<file path="src/rtl/irq_regs_pkg.sv">
package irq_regs_pkg;
    localparam int NSRC = 7;
    localparam int DW   = NSRC + 1;
    localparam int AW   = 4;

    localparam int B_CA2 = 0;
    localparam int B_CA1 = 1;
    localparam int B_SHF = 2;
    localparam int B_CB2 = 3;
    localparam int B_CB1 = 4;
    localparam int B_TM2 = 5;
    localparam int B_TM1 = 6;

    localparam logic [AW-1:0] A_PORTB  = 4'd0;
    localparam logic [AW-1:0] A_PORTA  = 4'd1;
    localparam logic [AW-1:0] A_PORTA2 = 4'd15;
    localparam logic [AW-1:0] A_SHIFT  = 4'd10;
    localparam logic [AW-1:0] A_FLAGS  = 4'd13;
    localparam logic [AW-1:0] A_ENABLE = 4'd14;

    typedef logic [NSRC-1:0] srcvec_t;
endpackage

</file>
<file path="src/rtl/irq_clear_decode.sv">
module irq_clear_decode
    import irq_regs_pkg::*;
(
    input  logic          valid_i,
    input  logic          write_i,
    input  logic [AW-1:0] addr_i,
    input  srcvec_t       wbits_i,
    output srcvec_t       clr_o
);
    always_comb begin
        clr_o = '0;
        if (valid_i) begin
            if (write_i && addr_i == A_FLAGS) begin
                clr_o = wbits_i;
            end
            if (!write_i && addr_i == A_PORTB) begin
                clr_o[B_CB1] = 1'b1;
                clr_o[B_CB2] = 1'b1;
            end
            if (!write_i && (addr_i == A_PORTA || addr_i == A_PORTA2)) begin
                clr_o[B_CA1] = 1'b1;
                clr_o[B_CA2] = 1'b1;
            end
            if (addr_i == A_SHIFT) begin
                clr_o[B_SHF] = 1'b1;
            end
        end
    end
endmodule

</file>
<file path="src/rtl/irq_flag_store.sv">
module irq_flag_store
    import irq_regs_pkg::*;
(
    input  logic    clk,
    input  logic    rst_n,
    input  srcvec_t set_i,
    input  srcvec_t clr_i,
    output srcvec_t flags_o
);
    typedef struct packed {
        srcvec_t flags;
    } fstate_t;

    fstate_t st_d, st_q;

    always_comb begin
        st_d       = st_q;
        st_d.flags = (st_q.flags & ~clr_i) | set_i;
    end

    always_ff @(posedge clk or negedge rst_n) begin
        if (!rst_n) st_q <= '0;
        else        st_q <= st_d;
    end

    assign flags_o = st_q.flags;

    assert_set_wins_R12: assert property (@(posedge clk) disable iff (!rst_n)
        (set_i != '0) |=> ((flags_o & $past(set_i)) == $past(set_i)));

    assert_clear_R3: assert property (@(posedge clk) disable iff (!rst_n)
        ((clr_i & ~set_i) != '0) |=> ((flags_o & $past(clr_i & ~set_i)) == '0));

    assert_hold_R13: assert property (@(posedge clk) disable iff (!rst_n)
        (set_i == '0 && clr_i == '0) |=> $stable(flags_o));
endmodule

</file>
<file path="src/rtl/irq_enable_store.sv">
module irq_enable_store
    import irq_regs_pkg::*;
(
    input  logic          clk,
    input  logic          rst_n,
    input  logic          wr_i,
    input  logic [DW-1:0] wdata_i,
    output srcvec_t       en_o
);
    typedef struct packed {
        srcvec_t en;
    } estate_t;

    estate_t st_d, st_q;
    srcvec_t sel;

    always_comb begin
        sel  = wdata_i[NSRC-1:0];
        st_d = st_q;
        if (wr_i) begin
            if (wdata_i[DW-1]) st_d.en = st_q.en | sel;
            else               st_d.en = st_q.en & ~sel;
        end
    end

    always_ff @(posedge clk or negedge rst_n) begin
        if (!rst_n) st_q <= '0;
        else        st_q <= st_d;
    end

    assign en_o = st_q.en;

    assert_en_set_R4: assert property (@(posedge clk) disable iff (!rst_n)
        (wr_i && wdata_i[DW-1]) |=>
            ((en_o & $past(wdata_i[NSRC-1:0])) == $past(wdata_i[NSRC-1:0])));

    assert_en_clr_R5: assert property (@(posedge clk) disable iff (!rst_n)
        (wr_i && !wdata_i[DW-1]) |=> ((en_o & $past(wdata_i[NSRC-1:0])) == '0));

    assert_en_hold_R5: assert property (@(posedge clk) disable iff (!rst_n)
        !wr_i |=> $stable(en_o));
endmodule

</file>
<file path="src/rtl/irq_regs_top.sv">
module irq_regs_top
    import irq_regs_pkg::*;
(
    input  logic          clk,
    input  logic          rst_n,
    input  logic [6:0]    src_set_i,
    input  logic          bus_valid_i,
    input  logic          bus_write_i,
    input  logic [3:0]    bus_addr_i,
    input  logic [7:0]    bus_wdata_i,
    output logic [7:0]    rd_data_o,
    output logic          irq_o
);
    srcvec_t clr_w;
    srcvec_t flags_w;
    srcvec_t en_w;
    logic    en_wr;

    assign en_wr = bus_valid_i && bus_write_i && bus_addr_i == A_ENABLE;

    irq_clear_decode u_clr (
        .valid_i (bus_valid_i),
        .write_i (bus_write_i),
        .addr_i  (bus_addr_i),
        .wbits_i (bus_wdata_i[NSRC-1:0]),
        .clr_o   (clr_w)
    );

    irq_flag_store u_flags (
        .clk     (clk),
        .rst_n   (rst_n),
        .set_i   (src_set_i),
        .clr_i   (clr_w),
        .flags_o (flags_w)
    );

    irq_enable_store u_en (
        .clk     (clk),
        .rst_n   (rst_n),
        .wr_i    (en_wr),
        .wdata_i (bus_wdata_i),
        .en_o    (en_w)
    );

    assign irq_o = |(flags_w & en_w);

    always_comb begin
        rd_data_o = '0;
        if (bus_valid_i && !bus_write_i) begin
            case (bus_addr_i)
                A_FLAGS:  rd_data_o = {irq_o, flags_w};
                A_ENABLE: rd_data_o = {1'b1, en_w};
                default:  rd_data_o = '0;
            endcase
        end
    end

    assert_rd_flag_R6: assert property (@(posedge clk) disable iff (!rst_n)
        (bus_valid_i && !bus_write_i && bus_addr_i == A_FLAGS) |-> (rd_data_o[7] == irq_o));

    assert_rd_en_R7: assert property (@(posedge clk) disable iff (!rst_n)
        (bus_valid_i && !bus_write_i && bus_addr_i == A_ENABLE) |-> rd_data_o[7]);

    assert_en_kills_irq_R11: assert property (@(posedge clk) disable iff (!rst_n)
        (en_w == '0) |-> !irq_o);
endmodule

</file>
<file path="config.mk">
export PLATFORM = sky130hd
export DESIGN_NAME = irq_regs_top
export DESIGN_NICKNAME = d
export VERILOG_FILES = /design/src/rtl/irq_regs_pkg.sv /design/src/rtl/irq_clear_decode.sv /design/src/rtl/irq_flag_store.sv /design/src/rtl/irq_enable_store.sv /design/src/rtl/irq_regs_top.sv
export SDC_FILE = /design/constraint.sdc
export NUM_CORES = 1
export LEC_CHECK = 0
export CORE_MARGIN = 2
export CORE_UTILIZATION = 45
export DETAILED_ROUTE_END_ITERATION = 10
export DONT_BUFFER_PORTS = 1
export GPL_TIMING_DRIVEN = 0
export PLACE_DENSITY = 0.66
export SLEW_MARGIN = 20
export SYNTH_ARGS = -nofsm -noshare
export SYNTH_HDL_FRONTEND = slang
export SYNTH_SLANG_ARGS = --single-unit
</file>
<file path="constraint.sdc">
create_clock -name clk -period 1 [get_ports clk]
set_input_delay 0.1 -clock clk [delete_from_list [all_inputs] [get_ports clk]]
set_output_delay 0.1 -clock clk [all_outputs]
set_load 0.03 [all_outputs]
</file>
### Yosys cells after proc, flatten, opt, wreduce, memory -nomap -nowiden

Cells that the tools add are included.

| storage, ports and cells | value |
|---|---|
| logic and storage cells | 32 |
| flip-flop bits (word level) | 14 |
| input bits | 23 |

| cells by class | value |
|---|---|
| bitwise operators | 7 |
| reduce and logical (&&, ||, !) cells | 10 |
| equal/unequal tests | 5 |
| muxes and demuxes | 8 |

Operators with widths:

| operator | count |
|---|---|
| $and A7 B7 Y7 | 3 |
| $mux W7 | 3 |
| $eq A4 B4 Y1 const B | 4 |
| $pmux W8 S2 | 1 |
| $not A7 Y7 | 2 |
| $or A7 B7 Y7 | 2 |
| $mux W8 | 1 |
| $reduce_or A7 Y1 | 1 |
| $logic_and A1 B1 Y1 | 6 |
| $eq A4 B1 Y1 const B | 1 |
| $logic_not A4 Y1 | 1 |
| $mux W2 | 2 |
| $logic_not A1 Y1 | 1 |
| $logic_or A1 B1 Y1 | 1 |
| $mux W1 | 1 |

### Depth between registers and ports, before layout

| depth | value |
|---|---|
| depth after elaboration | 8 |
| depth in mapped cells | 5 |
| gate-level depth less buffers | 3 |

### By module

From an unflattened synthesis, not the netlist that was laid out.

| second synthesis, totals | value |
|---|---|
| cell total of the unflattened synthesis | 88 |
| area total of the unflattened synthesis | 832.0 um^2 |

By module, submodules not included:

| module | sequential area each (um^2) | area an instance (um^2) | times used | cells an instance |
|---|---|---|---|---|
| irq_enable_store | 175.2 | 280.3 | 1 | 21 |
| irq_flag_store | 175.2 | 254.0 | 1 | 21 |
| irq_regs_top | 0.0 | 175.2 | 1 | 28 |
| irq_clear_decode | 0.0 | 122.6 | 1 | 18 |

### Least setup slack after synthesis

Ideal clock, no wire load.

| timing | value |
|---|---|
| kind | flip-flop to output port |
| from | register with a tool-made name |
| to | output port rd_data_o[7] |
| required time | 0.900 ns |
| path slack | -0.497 ns |
| stages on the path, launching flop included | 4 |
| arrival time | 1.397 ns |
| cell sequence | dfrtp_1 a222oi_1 nand3_1 a22o_1 |

RTL lines:

| element | RTL line | text |
|---|---|---|
| end, declared | irq_regs_top.sv:11 | `output logic [7:0] rd_data_o,` |

### Worst setup path in the final report

| timing | value |
|---|---|
| from | register u_flags.st_q, in the netlist u_flags.flags_o[3] |
| to | output port rd_data_o[7] |

| on the way | value |
|---|---|
| longest elaborated chain between the ends | 4 |

Ends and longest elaborated chain:

| element | RTL line | text |
|---|---|---|
| start, declared | irq_flag_store.sv:14 | `fstate_t st_d, st_q;` |
| start signal, assigned | irq_flag_store.sv:23 | `else st_q <= st_d;` |
| $and A7 B7 Y7 | irq_regs_top.sv:45 | `assign irq_o = \|(flags_w & en_w);` |
| $reduce_or A7 Y1 | irq_regs_top.sv:45 |  |
| via irq_o | irq_regs_top.sv:12 | `output logic irq_o` |
| $pmux W8 S2 | irq_regs_top.sv:50 | `case (bus_addr_i)` |
| $mux W8 | irq_regs_top.sv:49 | `if (bus_valid_i && !bus_write_i) begin` |

The timed path passes the listed nets, and every way through them passes these cells.

==> results.ini <==
[global_routing]
antenna_found_initial = 0
grt_pass1_wl_um = 3210
overflow = 0
grt_pass1_vias = 725
grt_max_degree = 15
grt.total_usage_pct = 20.7

[worst_setup_path]
start_kind = register
path_max_fanout = 3
critical_path_class = reg -> out
end_kind = output pin
critPathRequiredTime_ps = 900
path_cells = a222oi_1 -> nand3_2 -> a22o_4
r2r_slack_ps = 110
worstPathArrival_ps = 1710
critPathSlowestCell = dfrtp_1
rr_worst_depth = 2
critPathMaxStageDelay_ps = 410

[synth]
synth_area_sq_um = 850
synth_cell_type_count = 27
synth_area_leaders = dfrtp_1 (41%), a22oi_1 (8.0%), nand3_1 (7.1%)
synth_top_area_share_pct = 41.2
synthCells = 81
synth_top_area_cell = dfrtp_1
yosys_warnings = 0
synth_fp_nets = 104
ys_ff_latch = 14
synth_area_per_cell_sq_um = 10.5
yosysSeqAreaShare_pct = 41.2

[pwr]
power_w = 0.00135
pwr-share-seq_pct = 48.1
p_leak_nw = 0.390
p_int_w = 0.000956
pwr-share-comb_pct = 20.2
powerDensity_nw_per_um2 = 1220
power_frac_clock_pct = 31.8
power.switching_w = 0.000395
switching_share_pct = 29.3
ir_drop_v = 0.000811

[timing]
final.setup_skew_ps = 0
hold_slack_ps = -0.558
period_needed_ps = 1810
tightest_slew_ps = 738
fmax_mhz = 553
slew_violations = 0
finalHoldViolations = 1
relSlewSlack_pct = 50.8
worst_slack_ps = -808
rsz0062_at_grt = yes
setup_viol = 9
period_share_pct = 181

[routing]
drcViolationCount = 0
drt-pass1-iter-count = 4
wl_um = 2100
dr.first_iter.drc_count = 24
vias = 754
postRouteAntennaNets = 0
wl_per_cell_um = 17.5
via_per_inst = 6.28

[cells_and_area]
final_layout_size_suffix_gt1_share_pct = 34.7
n_antenna_cell = 0
syn_to_final_growth_pct = 30.5
nets = 119

[clocking]
clock_path_buffers = 2
cts_root_buf = clkbuf_4
clk_pin_slew_ps = 90
numCtsBuffers = 3
cts_tree = built
cts-htree-levels = 1
worstSkewPairLatency_ps = 300
cts.sinks = 14

[placed_design]
hpwl_um = 1510
port_buffers = 0
dp_slack_ps = -514
place_congestion = 0.711

[floorplan]
start_util_pct = 48.7
rows = 15
fp.dieArea_sq_um = 2250
fp.dieW_um = 47.5
num_io_pins = 32
die_h_um = 47.5
coreArea_sq_um = 1750

[min_path]
whs_path_depth = 2
min_from = bus_wdata_i[6]
min_to = u_flags.flags_o[6]$_DFF_PN0_
worstHoldPathType = in -> reg

[flow_run]
cap_violations = 0

[status]
violations = negative hold slack, negative setup slack
status = finished, violations left

-- area by class of cell --
class,count,area [sq um]
Tap cell,25,31.3
Sequential cell,14,350
Fill cell,145,637
Clock buffer,4,36.3
Timing Repair Buffer,10,97.6
Buffer,6,50.0
Multi-Input combinational cell,61,543
-- worst max-delay path: cells and delay by family, from the launching register on --
kind,cells,cell delay [ps]
and+or+nand+nor,1,270
DFF,1,410
AOI/OAI and AO/OA,2,720
-- through the flow --
step	utilization [%]	cells	setup TNS, ps	instance area [sq um]
floorplan	-	81	-469	883
global placement	52.4	106	-1290	915
detailed placement	52.4	106	-1270	915
CTS	62.9	120	-2320	1100
global route	63.5	120	-2700	1110
finish	63.5	120	-2270	1110
-- routing by layer --
layer	up-vias	share of wire, %	global-route usage (%)
met3	2	7.6	9.06
met2	25	49	33.5
li1	341	-	-
met5	-	0	0
met4	0	0.67	3.33
met1	386	42	26.1
-- repair_timing --
item,in CTS,in global routing
resized for setup,10,2
endpoints found under the hold margin,28,0
pin swaps,0,1
hold buffers,9,0
buffers inserted,1,0
endpoints found under the setup margin,9,9
-- cell usage after synthesis --
master    instances
nand3_2           3
o211ai_1          1
nor4_1            1
buf_2             1
a22oi_1           9
a22o_1            1
a21o_1            2
clkbuf_1          3
nor2_1            7
nor2b_1           3
dfrtp_1          14
and4b_2           1
buf_12            1
a222oi_1          1
nand2b_1          1
and2_1            1
and3_2            1
nand4b_1          1
nand2_1           1
a31o_1            5
and4b_1           1
buf_6             1
mux2_1            4
and4_1            1
nand3_1          12
mux2_4            3
nor3_1            1
-- layout by cell type, fill, tap and decap left out, types with 2 or more instances in the layout --
cell type,netlist,layout
a22oi_1,9,3
a21o_1,2,2
clkbuf_2,0,2
a31o_1,5,5
nand3_2,3,4
nand3_1,12,11
clkbuf_4,0,3
mux2_4,3,3
nor2_4,0,6
nor2b_1,3,3
a22oi_2,0,6
dfrtp_1,14,14
dlygate4sd3_1,0,9
mux2_1,4,4
-- power groups by stage --
stage	clock network [W]	registers (W)	logic [W]
after floorplan	0	0.000645	0.000181
after global placement	0	0.000653	0.000206
after detailed placement	0	0.000655	0.000207
after CTS	0.000427	0.000647	0.000272
after global routing	0.000458	0.000656	0.000291
final	0.000429	0.000650	0.000273
-- logic make-up after synthesis --
family / count (synthesis) / share of synthesized area [%]
AOI/OAI and AO/OA: 19 / 18.0
buffers and inverters: 6 / 5.60
DFF: 14 / 41.2
muxes: 7 / 10.6
and+or+nand+nor: 35 / 24.6
-- worst max-delay path by stage --
stage	from	slack, ps	endpoint	depth (start not counted)
global route	u_flags.flags_o[4]$_DFF_PN0_	-890	rd_data_o[7]	3
CTS	register	-810	rd_data_o[7]	3
global placement	register	-530	rd_data_o[7]	3
floorplan	register	-400	rd_data_o[7]	3
finish	u_flags.flags_o[3]$_DFF_PN0_	-810	rd_data_o[7]	3
detailed placement	register	-510	rd_data_o[7]	3
Power figures use the tool's default switching activity.
